--- config.mk ---
export PLATFORM = sky130hd
export DESIGN_NAME = srb_seq
export DESIGN_NICKNAME = d
export VERILOG_FILES = /design/src/rtl/srb_pkg.sv /design/src/rtl/srb_pick.sv /design/src/rtl/srb_pend.sv /design/src/rtl/srb_addr.sv /design/src/rtl/srb_seq.sv
export SDC_FILE = /design/constraint.sdc
export NUM_CORES = 1
export LEC_CHECK = 0
export ABC_AREA = 0
export BUFFER_PORTS_ARGS = -buffer_cell sky130_fd_sc_hd__buf_2
export CORE_ASPECT_RATIO = 1.25
export CORE_MARGIN = 2
export CORE_UTILIZATION = 40
export CTS_CLUSTER_DIAMETER = 60
export CTS_CLUSTER_SIZE = 10
export DETAILED_ROUTE_END_ITERATION = 7
export PLACE_DENSITY = 0.72
export REMOVE_ABC_BUFFERS = 1
export SETUP_SLACK_MARGIN = 0.3
export SYNTH_ARGS = -nofsm -noshare
export SYNTH_HDL_FRONTEND = slang
export SYNTH_SLANG_ARGS = --single-unit
--- constraint.sdc ---
create_clock -name clk_i -period 5.88 [get_ports clk_i]
set_input_delay 1.176 -clock clk_i [delete_from_list [all_inputs] [get_ports clk_i]]
set_output_delay 1.176 -clock clk_i [all_outputs]
set_load 0.005 [all_outputs]
--- src/rtl/srb_pkg.sv ---
package srb_pkg;
  typedef enum logic [1:0] {
    ST_IDLE  = 2'd0,
    ST_STORE = 2'd1,
    ST_LOAD  = 2'd2
  } srb_state_e;
endpackage

--- src/rtl/srb_pick.sv ---
// Selects next register: lowest unfinished and not pipeline-busy, else lowest unfinished.
module srb_pick #(
  parameter int NREG  = 64,
  localparam int IDX_W = $clog2(NREG)
) (
  input  logic [NREG-1:0]  done_i,
  input  logic [NREG-1:0]  defer_i,
  output logic [IDX_W-1:0] sel_o,
  output logic             any_o
);
  logic [IDX_W-1:0] sel_free, sel_any;
  logic             has_free;

  always_comb begin
    sel_free = '0;
    sel_any  = '0;
    has_free = 1'b0;
    any_o    = 1'b0;
    for (int i = NREG-1; i >= 1; i--) begin
      if (!done_i[i]) begin
        sel_any = IDX_W'(i);
        any_o   = 1'b1;
        if (!defer_i[i]) begin
          sel_free = IDX_W'(i);
          has_free = 1'b1;
        end
      end
    end
    sel_o = has_free ? sel_free : sel_any;
  end
endmodule

--- src/rtl/srb_pend.sv ---
// One-deep holder for a start that arrives during a run.
module srb_pend #(
  parameter int ADDR_W = 32
) (
  input  logic              clk_i,
  input  logic              rst_ni,
  input  logic              set_i,
  input  logic              take_i,
  input  logic [ADDR_W-1:0] save_i,
  input  logic [ADDR_W-1:0] load_i,
  output logic              valid_o,
  output logic [ADDR_W-1:0] save_o,
  output logic [ADDR_W-1:0] load_o
);
  always_ff @(posedge clk_i or negedge rst_ni) begin
    if (!rst_ni) begin
      valid_o <= 1'b0;
      save_o  <= '0;
      load_o  <= '0;
    end else if (set_i) begin
      valid_o <= 1'b1;
      save_o  <= save_i;
      load_o  <= load_i;
    end else if (take_i) begin
      valid_o <= 1'b0;
    end
  end
endmodule

--- src/rtl/srb_addr.sv ---
module srb_addr #(
  parameter int ADDR_W = 32,
  parameter int IDX_W  = 6,
  parameter int BYTES  = 8
) (
  input  logic [ADDR_W-1:0] base_i,
  input  logic [IDX_W-1:0]  idx_i,
  output logic [ADDR_W-1:0] addr_o
);
  assign addr_o = base_i + (ADDR_W'(idx_i) * ADDR_W'(BYTES));
endmodule

--- src/rtl/srb_seq.sv ---
module srb_seq #(
  parameter int NREG   = 64,
  parameter int DATA_W = 64,
  parameter int ADDR_W = 32,
  localparam int IDX_W = $clog2(NREG),
  localparam int BYTES = DATA_W / 8
) (
  input  logic              clk_i,
  input  logic              rst_ni,
  input  logic              start_i,
  input  logic [ADDR_W-1:0] start_save_base_i,
  input  logic [ADDR_W-1:0] start_load_base_i,
  output logic              start_ready_o,
  output logic              busy_o,
  output logic              irq_mask_o,
  input  logic              irq_req_i,
  output logic              irq_take_o,
  input  logic              rfe_i,
  output logic              rfe_fetch_o,
  input  logic [NREG-1:0]   pipe_wr_busy_i,
  input  logic              pipe_use_i,
  input  logic [IDX_W-1:0]  pipe_use_idx_i,
  output logic              pipe_stall_o,
  output logic [IDX_W-1:0]  rf_rd_idx_o,
  input  logic [DATA_W-1:0] rf_rd_data_i,
  output logic              rf_wr_en_o,
  output logic [IDX_W-1:0]  rf_wr_idx_o,
  output logic [DATA_W-1:0] rf_wr_data_o,
  output logic              mem_req_o,
  output logic              mem_we_o,
  output logic [ADDR_W-1:0] mem_addr_o,
  output logic [DATA_W-1:0] mem_wdata_o,
  input  logic              mem_ack_i,
  input  logic [DATA_W-1:0] mem_rdata_i
);
  import srb_pkg::*;

  srb_state_e        state_q, state_d;
  logic [IDX_W-1:0]  cur_q;
  logic [NREG-1:0]   done_q, done_d;
  logic [ADDR_W-1:0] save_q, load_q;
  logic [ADDR_W-1:0] save_addr, load_addr;
  logic [ADDR_W-1:0] launch_save, launch_load;
  logic [IDX_W-1:0]  pick_sel;
  logic              pick_any;
  logic              pend_valid;
  logic [ADDR_W-1:0] pend_save, pend_load;
  logic              in_idle, launch, pend_set, load_done;
  logic [NREG-1:0]   cur_oh;

  assign in_idle   = (state_q == ST_IDLE);
  assign pend_set  = start_i && !pend_valid && !in_idle;
  assign launch    = in_idle && (pend_valid || start_i);
  assign load_done = (state_q == ST_LOAD) && mem_ack_i;
  assign cur_oh    = NREG'(1) << cur_q;

  assign launch_save = pend_valid ? pend_save : start_save_base_i;
  assign launch_load = pend_valid ? pend_load : start_load_base_i;

  srb_pend #(.ADDR_W(ADDR_W)) u_pend (
    .clk_i   (clk_i),
    .rst_ni  (rst_ni),
    .set_i   (pend_set),
    .take_i  (in_idle),
    .save_i  (start_save_base_i),
    .load_i  (start_load_base_i),
    .valid_o (pend_valid),
    .save_o  (pend_save),
    .load_o  (pend_load)
  );

  // mask after this cycle; register 0 is never visited
  always_comb begin
    done_d = done_q;
    if (launch)         done_d = {{(NREG-1){1'b0}}, 1'b1};
    else if (load_done) done_d = done_q | cur_oh;
  end

  srb_pick #(.NREG(NREG)) u_pick (
    .done_i  (done_d),
    .defer_i (pipe_wr_busy_i),
    .sel_o   (pick_sel),
    .any_o   (pick_any)
  );

  srb_addr #(.ADDR_W(ADDR_W), .IDX_W(IDX_W), .BYTES(BYTES)) u_save_addr (
    .base_i (save_q),
    .idx_i  (cur_q),
    .addr_o (save_addr)
  );

  srb_addr #(.ADDR_W(ADDR_W), .IDX_W(IDX_W), .BYTES(BYTES)) u_load_addr (
    .base_i (load_q),
    .idx_i  (cur_q),
    .addr_o (load_addr)
  );

  always_comb begin
    state_d = state_q;
    unique case (state_q)
      ST_IDLE:  if (launch) state_d = ST_STORE;
      ST_STORE: if (mem_ack_i) state_d = ST_LOAD;
      ST_LOAD:  if (mem_ack_i) state_d = pick_any ? ST_STORE : ST_IDLE;
      default:  state_d = ST_IDLE;
    endcase
  end

  always_ff @(posedge clk_i or negedge rst_ni) begin
    if (!rst_ni) begin
      state_q <= ST_IDLE;
      cur_q   <= '0;
      done_q  <= '1;
      save_q  <= '0;
      load_q  <= '0;
    end else begin
      state_q <= state_d;
      done_q  <= done_d;
      if (launch) begin
        save_q <= launch_save;
        load_q <= launch_load;
      end
      if (launch || (load_done && pick_any)) cur_q <= pick_sel;
    end
  end

  assign start_ready_o = !pend_valid;
  assign busy_o        = !in_idle;
  assign irq_mask_o    = busy_o;
  assign irq_take_o    = irq_req_i && !busy_o;
  assign rfe_fetch_o   = rfe_i;
  assign pipe_stall_o  = busy_o && pipe_use_i && !done_q[pipe_use_idx_i];

  assign mem_req_o   = !in_idle;
  assign mem_we_o    = (state_q == ST_STORE);
  assign mem_addr_o  = mem_we_o ? save_addr : load_addr;
  assign mem_wdata_o = rf_rd_data_i;
  assign rf_rd_idx_o = cur_q;

  assign rf_wr_en_o   = load_done;
  assign rf_wr_idx_o  = cur_q;
  assign rf_wr_data_o = mem_rdata_i;
endmodule

==> results of run 1 <==
## Yosys cell counts (21+ instances only)
library cell,number,area [sq um]
nand2_1,165,619
buf_4,143,1070
dfrtp_1,137,3430
nor2_1,120,450
o21ai_0,101,505
mux2i_1,90,901
mux2_2,66,743
dfstp_2,64,1680
a31oi_1,62,388
nor3_1,55,275
clkbuf_1,54,203
a21oi_1,49,245
nand3_1,45,225
buf_2,21,105
## layer usage
| metal | track usage (%) | up-vias |
|---|---|---|
| li1 | - | 5735 |
| met1 | 34.8 | 6381 |
| met2 | 58.3 | 942 |
| met3 | 30.7 | 210 |
| met4 | 19.5 | 16 |
| met5 | 10.0 | - |
## where the power goes
group,switching (uW),internal [uW],leakage (uW)
sequential,387,1870,0.00232
combinational,1840,1270,0.00390
clock,635,954,0.000403
total,2860,4100,0.00663
## stage by stage
| stage | power (uW) | worst slack (ns) | instance area, sq um |
|---|---|---|---|
| finish | 6960 | 0.552 | 15800 |
| global route | 7320 | 0.304 | 15800 |
| CTS | 6920 | 0.338 | 15700 |
| detailed placement | 5330 | 0.909 | 14900 |
| global placement | 5240 | 0.985 | 14900 |
| floorplan | 4080 | -1.34 | 12800 |
## final cells by class
class	instances	share of cell area, %
clock buffers	30	4.35
repair buffers	254	9.21
multi-input cells	1109	48.8
flip-flops and latches	201	32.4
clock inverters	7	0.881
well taps	474	3.76
inverters	22	0.524
diodes	4	0.0635
## kinds of logic (layout without fill, tap and decap cells)
kind of cell	Yosys count	in the layout	share of synthesized area, %
mux	176	176	14.7
simple gates	488	488	17.0
xor+xnor	28	28	1.72
buf+inv	256	313	10.8
fa+ha+maj	7	7	0.666
flops	201	201	35.8
other cells	0	4	0
compound gates	410	410	19.4
## timing repair
action                     CTS  global route
buffers inserted             0             0
gates resized for setup      0             4
setup endpoints to repair    0             6
## path summary, 6_finish.rpt
| check | startpoint | to | slack, ns |
|---|---|---|---|
| setup / recovery | state_q[1] | mem_addr_o[30] | 0.55 |
| hold / removal | load_q[6] | load_q[6] | 0.48 |
| setup reg to reg | rf_rd_idx_o[0] | rf_rd_idx_o[2] | 1.25 |
| hold reg to reg | load_q[6] | load_q[6] | 0.48 |
| max in group asynchronous | rst_ni | u_pend.load_o[25] | 3.83 |
| min in group asynchronous | rst_ni | u_pend.load_o[26] | 0.80 |
## worst max-delay path, delay by kind of cell, from the launching register on
family / cells / cell delay [ns]
AND/OR/NAND/NOR: 7 / 1.37
AO/OA/AOI/OAI: 5 / 0.73
buffers and inverters: 4 / 0.60
flip-flops: 1 / 0.44
adder cells (fa/ha/maj): 1 / 0.30
XOR/XNOR: 1 / 0.16
## state kept, by name (all words and copies together), names as in the netlist
| name | flops |
|---|---|
| done_q | 64 |
| load_q | 32 |
| save_q | 32 |
| u_pend.load_o | 32 |
| u_pend.save_o | 32 |
| rf_rd_idx_o | 6 |
| state_q | 2 |
| u_pend.valid_o | 1 |
==> metrics, run 1 <==
post-DP HPWL=just under 60 mm; setup TNS=0 ns; skew final=0.00933 ns; Total Routing Usage GR=between 30 and 40%; Seq cells post-synth=201; Final Hold Violating Endpoints=0; max incr delay on CP=0.44 ns; largest net degree at the start of global routing=126; Final Max Tran Viols=0; Routed WL=72.2 mm; Detail Route met3 WL=~14 mm; Inst Count DP=2,060; commonest non-fill, non-tap cells in the layout=buf_2, nand2_1, dfrtp_1, nor2_1, o21ai_0; clock root buffer=clkbuf_16; sequential area share after synthesis=between 30% and 40%; Tcrit/Tclk final=90.6%; hold path cells=2; routed wl met2=31.3 mm; CP arrival=4.15 ns; R2R depth=10; routability cong.=1.09; Starting DRT DRC Count=1,415; CP required=4.70 ns; area of the multi-input gates=7690 sq um; GR Overflow Total=0; DR vias/cell=6.32; Distinct cells, synth=90; setup violators final=0; Worst setup EP type=primary output; WL/cell=34.4 um; clock tree buffer depth=3; cts bufs inserted=26; Post-synth ARST share=100%; Peak supply drop=0.314 mV; P&R area growth vs syn=10.4%; worst rel slew slack=24.5%; first-pass GRT wire length=99.7 mm; commonest non-fill, non-tap cell in the layout=buf_2; Fillers=roughly 3,400; clock slew at reported path FFs=about 0.05 ns; crit-path max FO=11; synthesized area=between 10,000 and 15,000 sq um; Main synth FF type=dfrtp_1; die area=37,300 sq um; Hold Path Class=reg2reg; later-pin clock latency in the skew report=0.55 ns; Worst setup SP type=flop; first drt pass iteration count=6; # nets final=1,890; CP dominant cell by count=nand2_1; detailed-routing wirelength on met1=21.4 mm; initial antenna violation count=7; TritonCTS clock tree=yes; Max Used Layer=met5; crit path cell chain=nand2b_4 > inv_1 > buf_4 > nand2_1 > nand2_1 > ha_1 > a21o_1 > a21oi_1 > o21bai_1 > a21oi_1 > o21bai_2 > nand3_1 > nor4bb_1 > buf_4 > nand2_1 > nor3_1 > xnor2_1 > buf_2; register area=5110 sq um; worst hold margin=0.479 ns; slowest CP cell=dfrtp_1; DR DRC count=0; RSZ-0062 raised after global routing=false; reported max-cap violation count=0; clock sinks=about 200; core box area=between 30,000 and 40,000 sq um; non-filler cells, final=roughly 2,100; CTS hold repair buffers=0; Least-Margin Pin Slew=1.13 ns; P per Cell Area=441 nW/um^2; WS Path Type=reg2out; Final ANT Viol Nets=0; I/O Pins=450; post-layout min period=5.33 ns; Die W=173 um; synth warn=0; total number of vias=13,300; Post-synth EDFFs=0; Die H=215 um; Avg Inst Size Synth=9.12 sq um; proportion of layout cells with a drive suffix above 1=29.9%; Rows=77; FMAX=188 MHz; Buffers on Ports=190; vias in the first global route=12,800; Finished Core Util=between 40% and 50%; Initial Utilization=approximately two fifths; post-synthesis cell count=1,566; run status=finished clean; CTS H-tree depth=1; leak pwr=0.00663 uW
No activity file was read; power rests on OpenSTA's default activity.
==> inputs of run 2 (changes only) <==
Settings changed: CORE_ASPECT_RATIO 1.25 to 0.8.
==> run 2 against run 1 <==
Compared with the run above:
- first-iteration DRC count is 10% higher
- critical path depth shrank 1
- die area unchanged
- largest cell class unchanged
- clock skew up 0.0035 ns
- power is 1.7% lower
- count of clock-buffer cells in the layout increased by 12
- critical endpoint unchanged
- wire length decreased by 6.9%
- sequential share of layout area is 0.29 points higher
- combinational power about the same
==> metrics, run 2 (synthesis gave the netlist of run 1 again) <==
run status=finished clean; Total Routing Usage GR=35.0% (-2.8 points); post-DP HPWL=52.3 mm (-11%); commonest non-fill, non-tap cells in the layout=buf_2, nand2_1, dfrtp_1, nor2_1, o21ai_0; Fillers=3,419 (-0.81%); clock tree buffer depth=3 (unchanged); Buffers on Ports=190 (unchanged); Die W=215 um (+24%); register area=5110 sq um (unchanged); total number of vias=13,300 (-0.083%); Most flops, register=done_q; routability cong.=1.02 (-7.0%); Least-Margin Pin Slew=1.15 ns (+0.0214 ns); Worst setup EP type=primary output; Rows=61 (-21%); CTS H-tree depth=1 (unchanged); reported max-cap violation count=0 (unchanged); GR Overflow Total=0 (unchanged); I/O Pins=450 (unchanged); Final Max Tran Viols=0 (unchanged); skew final=0.0128 ns (+0.00351 ns); # nets final=1,880 (-0.53%); FMAX=187 MHz (-0.46%); cts bufs inserted=25 (-3.8%); worst hold margin=0.476 ns (-0.00277 ns); setup violators final=0 (unchanged); Tcrit/Tclk final=91.0% (+0.42 points); RSZ-0062 raised after global routing=false; largest net degree at the start of global routing=115 (-8.7%); non-filler cells, final=2,102 (+0.048%); CP required=4.70 ns (about the same); first drt pass iteration count=6 (unchanged); WL/cell=32.0 um (-7.0%); CTS hold repair buffers=0 (unchanged); Hold Path Class=reg2reg; proportion of layout cells with a drive suffix above 1=29.0% (-0.92 points); leak pwr=0.00653 uW (-1.5%); DR DRC count=0 (unchanged); Peak supply drop=0.290 mV (-7.7%); core box area=35,000 sq um (-0.87%); post-layout min period=5.35 ns (+0.0247 ns); crit-path max FO=8 (-3); P&R area growth vs syn=9.38%; Initial Utilization=40.9% (+0.35 points); Routed WL=67.2 mm (-6.9%); die area=37,300 sq um (unchanged); worst rel slew slack=23.1% (-1.4 points); later-pin clock latency in the skew report=0.56 ns (about the same); Final ANT Viol Nets=0 (unchanged); DR vias/cell=6.31 (-0.13%); commonest non-fill, non-tap cell in the layout=buf_2; Final Hold Violating Endpoints=0 (unchanged); P per Cell Area=438 nW/um^2 (-0.81%); TritonCTS clock tree=yes; vias in the first global route=12,400 (-2.8%); Worst setup SP type=flop; clock root buffer=clkbuf_16; clock slew at reported path FFs=0.06 ns (about the same); Inst Count DP=2,047 (-0.63%); Starting DRT DRC Count=1,561 (+10%); area of the multi-input gates=7670 sq um (-0.26%); CP arrival=4.18 ns (+0.03 ns); initial antenna violation count=15 (+8); first-pass GRT wire length=93.4 mm (-6.3%); WS Path Type=reg2out; Die H=173 um (-20%); clock sinks=201 (unchanged); max reg flops=64 (unchanged)
## run 2: cell types whose count changed in the layout (fill, tap and decap cells not counted), moves of 2 or more
cell	delta
diode_2	+3
bufinv_16	-2
clkbuf_1	+14
buf_4	-9
## run 2: where the power goes
group | switching (uW) | leakage [uW] | internal [uW]
sequential | 373 | 0.00232 | 1870
combinational | 1840 | 0.00384 | 1260
clock | 647 | 0.000367 | 857
## run 2: repair_timing
action | 4_1_cts | 5_1_grt
setup endpoints to repair | 3 | 4
setup buffers | 2 | 0
resized for setup | 1 | 3
pin swaps | 0 | 1
cloned | 0 | 0
## run 2: path summary, 6_finish.rpt
kind,startpoint,endpoint,slack (ns),cells past startpoint
worst max-delay path,state_q[1],mem_addr_o[30],0.53,17
worst min-delay path,save_q[3],save_q[3],0.48,2
worst max register to register,rf_rd_idx_o[0],rf_rd_idx_o[3],1.40,12
worst min register to register,save_q[3],save_q[3],0.48,2
max in group asynchronous,rst_ni,load_q[20],4.03,2
min in group asynchronous,rst_ni,u_pend.valid_o,0.73,1
## run 2: critical path: stages, from the launching register on
cell and delay, ns:
dfrtp_1 0.44, nand2b_4 0.25, clkinvlp_4 0.20, nand2_1 0.11, nand2_1 0.09, ha_1 0.28
a21o_1 0.11, a21oi_1 0.09, o21bai_1 0.14, a21oi_1 0.13, o21bai_1 0.27, nand3_1 0.25
nor4bb_1 0.32, buf_4 0.20, nand2_1 0.13, nor3_1 0.27, xnor2_1 0.18, buf_2 0.15
## run 2: per-stage QoR
step	instance area (sq um)	setup TNS [ns]	power [uW]	util, %	setup slack (ns)
floorplan	12800	-8.40	4080	-	-1.34
global placement	14800	0	5170	42.4	0.832
detailed placement	14800	0	5270	42.4	0.691
CTS	15600	0	6810	44.6	0.450
global route	15600	0	7210	44.7	0.296
finish	15600	0	6840	44.7	0.528
## run 2: layout make-up
class / count / area share [%]
antenna: 7 / 0.112
clock buffer: 42 / 4.48
clock inverter: 4 / 0.408
inverter: 22 / 0.552
multi-input combinational: 1109 / 49.1
sequential: 201 / 32.7
tap: 472 / 3.78
timing repair buffer: 245 / 8.86
## run 2: layer usage
| layer | global-route usage (%) | up-vias | routed length (um) |
|---|---|---|---|
| met5 | 16.8 | - | 959 |
| met4 | 8.36 | 34 | 1930 |
| met3 | 30.0 | 129 | 14000 |
| met2 | 44.2 | 1022 | 24700 |
| met1 | 42.4 | 6373 | 25600 |
| li1 | - | 5715 | - |
==> inputs of run 3 (changes only) <==
==> constraint.sdc (replaced) <==
create_clock -name clk_i -period 5.88 [get_ports clk_i]
set_input_delay 1.764 -clock clk_i [delete_from_list [all_inputs] [get_ports clk_i]]
set_output_delay 1.764 -clock clk_i [all_outputs]
set_load 0.005 [all_outputs]
==> run 3 against run 2 <==
Compared with the run above:
- utilization is 1.5 points higher
- via count is 2.9% higher
- worst setup slack worse by 0.17 ns
- largest cell class unchanged
- highest routed layer unchanged
==> metrics, run 3 (synthesis gave the netlist of run 1 again) <==
DR vias/cell=6.39 (+1.2%); GR Overflow Total=0 (unchanged); FMAX=181 MHz (-3.1%); P per Cell Area=437 nW/um^2 (about the same); # nets final=1,914 (+1.8%); CTS H-tree depth=1 (unchanged); first-pass GRT wire length=94.6 mm (+1.3%); Switch Pwr=2930 uW (+2.6%); Sequential Power Share=30.9% (-1.9 points); pre-CTS setup slack=0.305 ns (-0.387 ns); run status=finished clean; Internal=4130 uW (+3.7%); worst rel slew slack=22.8% (-0.27 points); Worst setup EP type=primary output; Rows=61 (unchanged); non-filler cells, final=2,137 (+1.7%); TritonCTS clock tree=yes; Final Hold Violating Endpoints=0 (unchanged); Total Routing Usage GR=35.1% (+0.14 points); Final Max Tran Viols=0 (unchanged); switching part of the total=41.5% (-0.25 points); I/O Pins=450 (unchanged); Least-Margin Pin Slew=1.16 ns (+0.00408 ns); Comb power frac=47.2% (+2.0 points); Routed WL=67.8 mm (+0.97%); core box area=35,000 sq um (unchanged); Die W=215 um (unchanged); cts bufs inserted=26 (+4.0%); Worst setup SP type=input port; clock sinks=201 (unchanged); Buffers on Ports=190 (unchanged); CP arrival=3.76 ns (-0.42 ns); Critical Path Source=pipe_use_idx_i[0]; commonest non-fill, non-tap cell in the layout=buf_2; slowest CP cell=mux4_2; worst r2r src=rf_rd_idx_o[0]; max reg flops=64 (unchanged); Peak supply drop=0.320 mV (+10%); reported max-cap violation count=0 (unchanged); post-route setup slack=0.356 ns (-0.172 ns); crit-path max FO=8 (unchanged); vias in the first global route=12,700 (+1.7%); die area=37,300 sq um (unchanged); Clock power frac=21.9% (about the same); WS Path Type=in2out; Die H=173 um (unchanged); WL/cell=31.7 um (-0.69%); initial antenna violation count=14 (-1); CTS hold repair buffers=0 (unchanged); Inst Count DP=2,054 (+0.34%); CP top delay family=multiplexers; post-layout min period=5.52 ns (+0.172 ns); skew final=0.0192 ns (+0.00634 ns); clock slew at reported path FFs=0.06 ns (about the same); Worst Hold Launch=load_q[31]; crit path cell chain=buf_4 > buf_12 > buf_4 > mux4_2 > mux4_2 > mux2i_1 > nor2_1 > a211oi_2 > buf_2; post-DP HPWL=52.6 mm (+0.43%); later-pin clock latency in the skew report=0.57 ns (about the same); proportion of layout cells with a drive suffix above 1=31.7% (+2.8 points); Buf/Inv on CP=4 (+1); setup violators final=0 (unchanged); clock root buffer=clkbuf_16; commonest non-fill, non-tap cells in the layout=buf_2, nand2_1, dfrtp_1, nor2_1, o21ai_0; Initial Utilization=40.9% (unchanged); max incr delay on CP=0.53 ns (+0.09 ns); Most flops, register=done_q; Starting DRT DRC Count=1,616 (+3.5%); Hold Path Class=reg2reg; Final ANT Viol Nets=0 (unchanged); largest net degree at the start of global routing=119 (+3.5%); clock tree buffer depth=3 (unchanged); Tcrit/Tclk final=93.9% (+2.9 points); routability cong.=1.04 (+2.6%); DR DRC count=0 (unchanged); Final Power=7060 uW (+3.2%); P&R area growth vs syn=13.0%; leak pwr=0.00678 uW (+3.9%); RSZ-0062 raised after global routing=true; total number of vias=13,700 (+2.9%); first drt pass iteration count=8 (+2); CP required=4.12 ns (-0.58 ns)
run 3: power by group through the flow:
stage	Sequential (uW)	Combinational, uW	Clock [uW]
after floorplan	2260	1820	0
after CTS	2180	3160	1550
final	2180	3330	1550
after global placement	2160	3000	0
after detailed placement	2190	3070	0
after global routing	2240	3590	1620
run 3: worst reg2reg max path, delay by kind of cell, from the launching register on:
kind	cells	cell delay, ns
AOI/OAI and AO/OA	5	1.63
DFF	1	0.37
buffers and inverters	1	0.39
and+or+nand+nor	4	2.01
run 3: per-stage QoR:
| stage | setup TNS [ns] | util (%) | area (sq um) | hold slack (ns) |
|---|---|---|---|---|
| final | 0 | 46.2 | 16100 | 0.475 |
| after global routing | 0 | 46.1 | 16100 | 0.505 |
| after CTS | 0 | 45.3 | 15800 | 0.482 |
| after detailed placement | 0 | 42.6 | 14900 | 0.470 |
| after global placement | 0 | 42.6 | 14900 | 0.460 |
| after floorplan | -11.53 | - | 12800 | 0.449 |
run 3: final cells by class:
cell class / count / area [sq um]
diodes: 7 / 17.5
multi-input cells: 1109 / 7800
clock inverters: 7 / 91.3
repair buffers: 278 / 1730
inverters: 22 / 86.3
clock buffers: 41 / 717
well taps: 472 / 591
flip-flops and latches: 201 / 5110
fillers: 3357 / 18800
run 3: worst paths after layout:
check	depth (start not counted)	slack [ns]	endpoint
min reg2reg	2	0.47	load_q[31]
max	9	0.36	pipe_stall_o
min	2	0.47	load_q[31]
max in group asynchronous	2	3.56	state_q[0]
min in group asynchronous	1	1.38	u_pend.valid_o
max reg2reg	10	1.30	rf_rd_idx_o[0]
run 3: timing repair:
| action | CTS | global route |
|---|---|---|
| endpoints found under the hold margin | 0 | 0 |
| buffers inserted | 7 | 19 |
| gates cloned | 0 | 2 |
| pin swaps | 6 | 17 |
| resized for setup | 15 | 20 |
| setup endpoints to repair | 10 | 10 |
run 3: per-layer routing:
metal	wire length [um]	track usage, %
met4	1820	7.36
met3	14400	30.2
met5	673	11.3
met2	24900	44.4
met1	26100	43.3
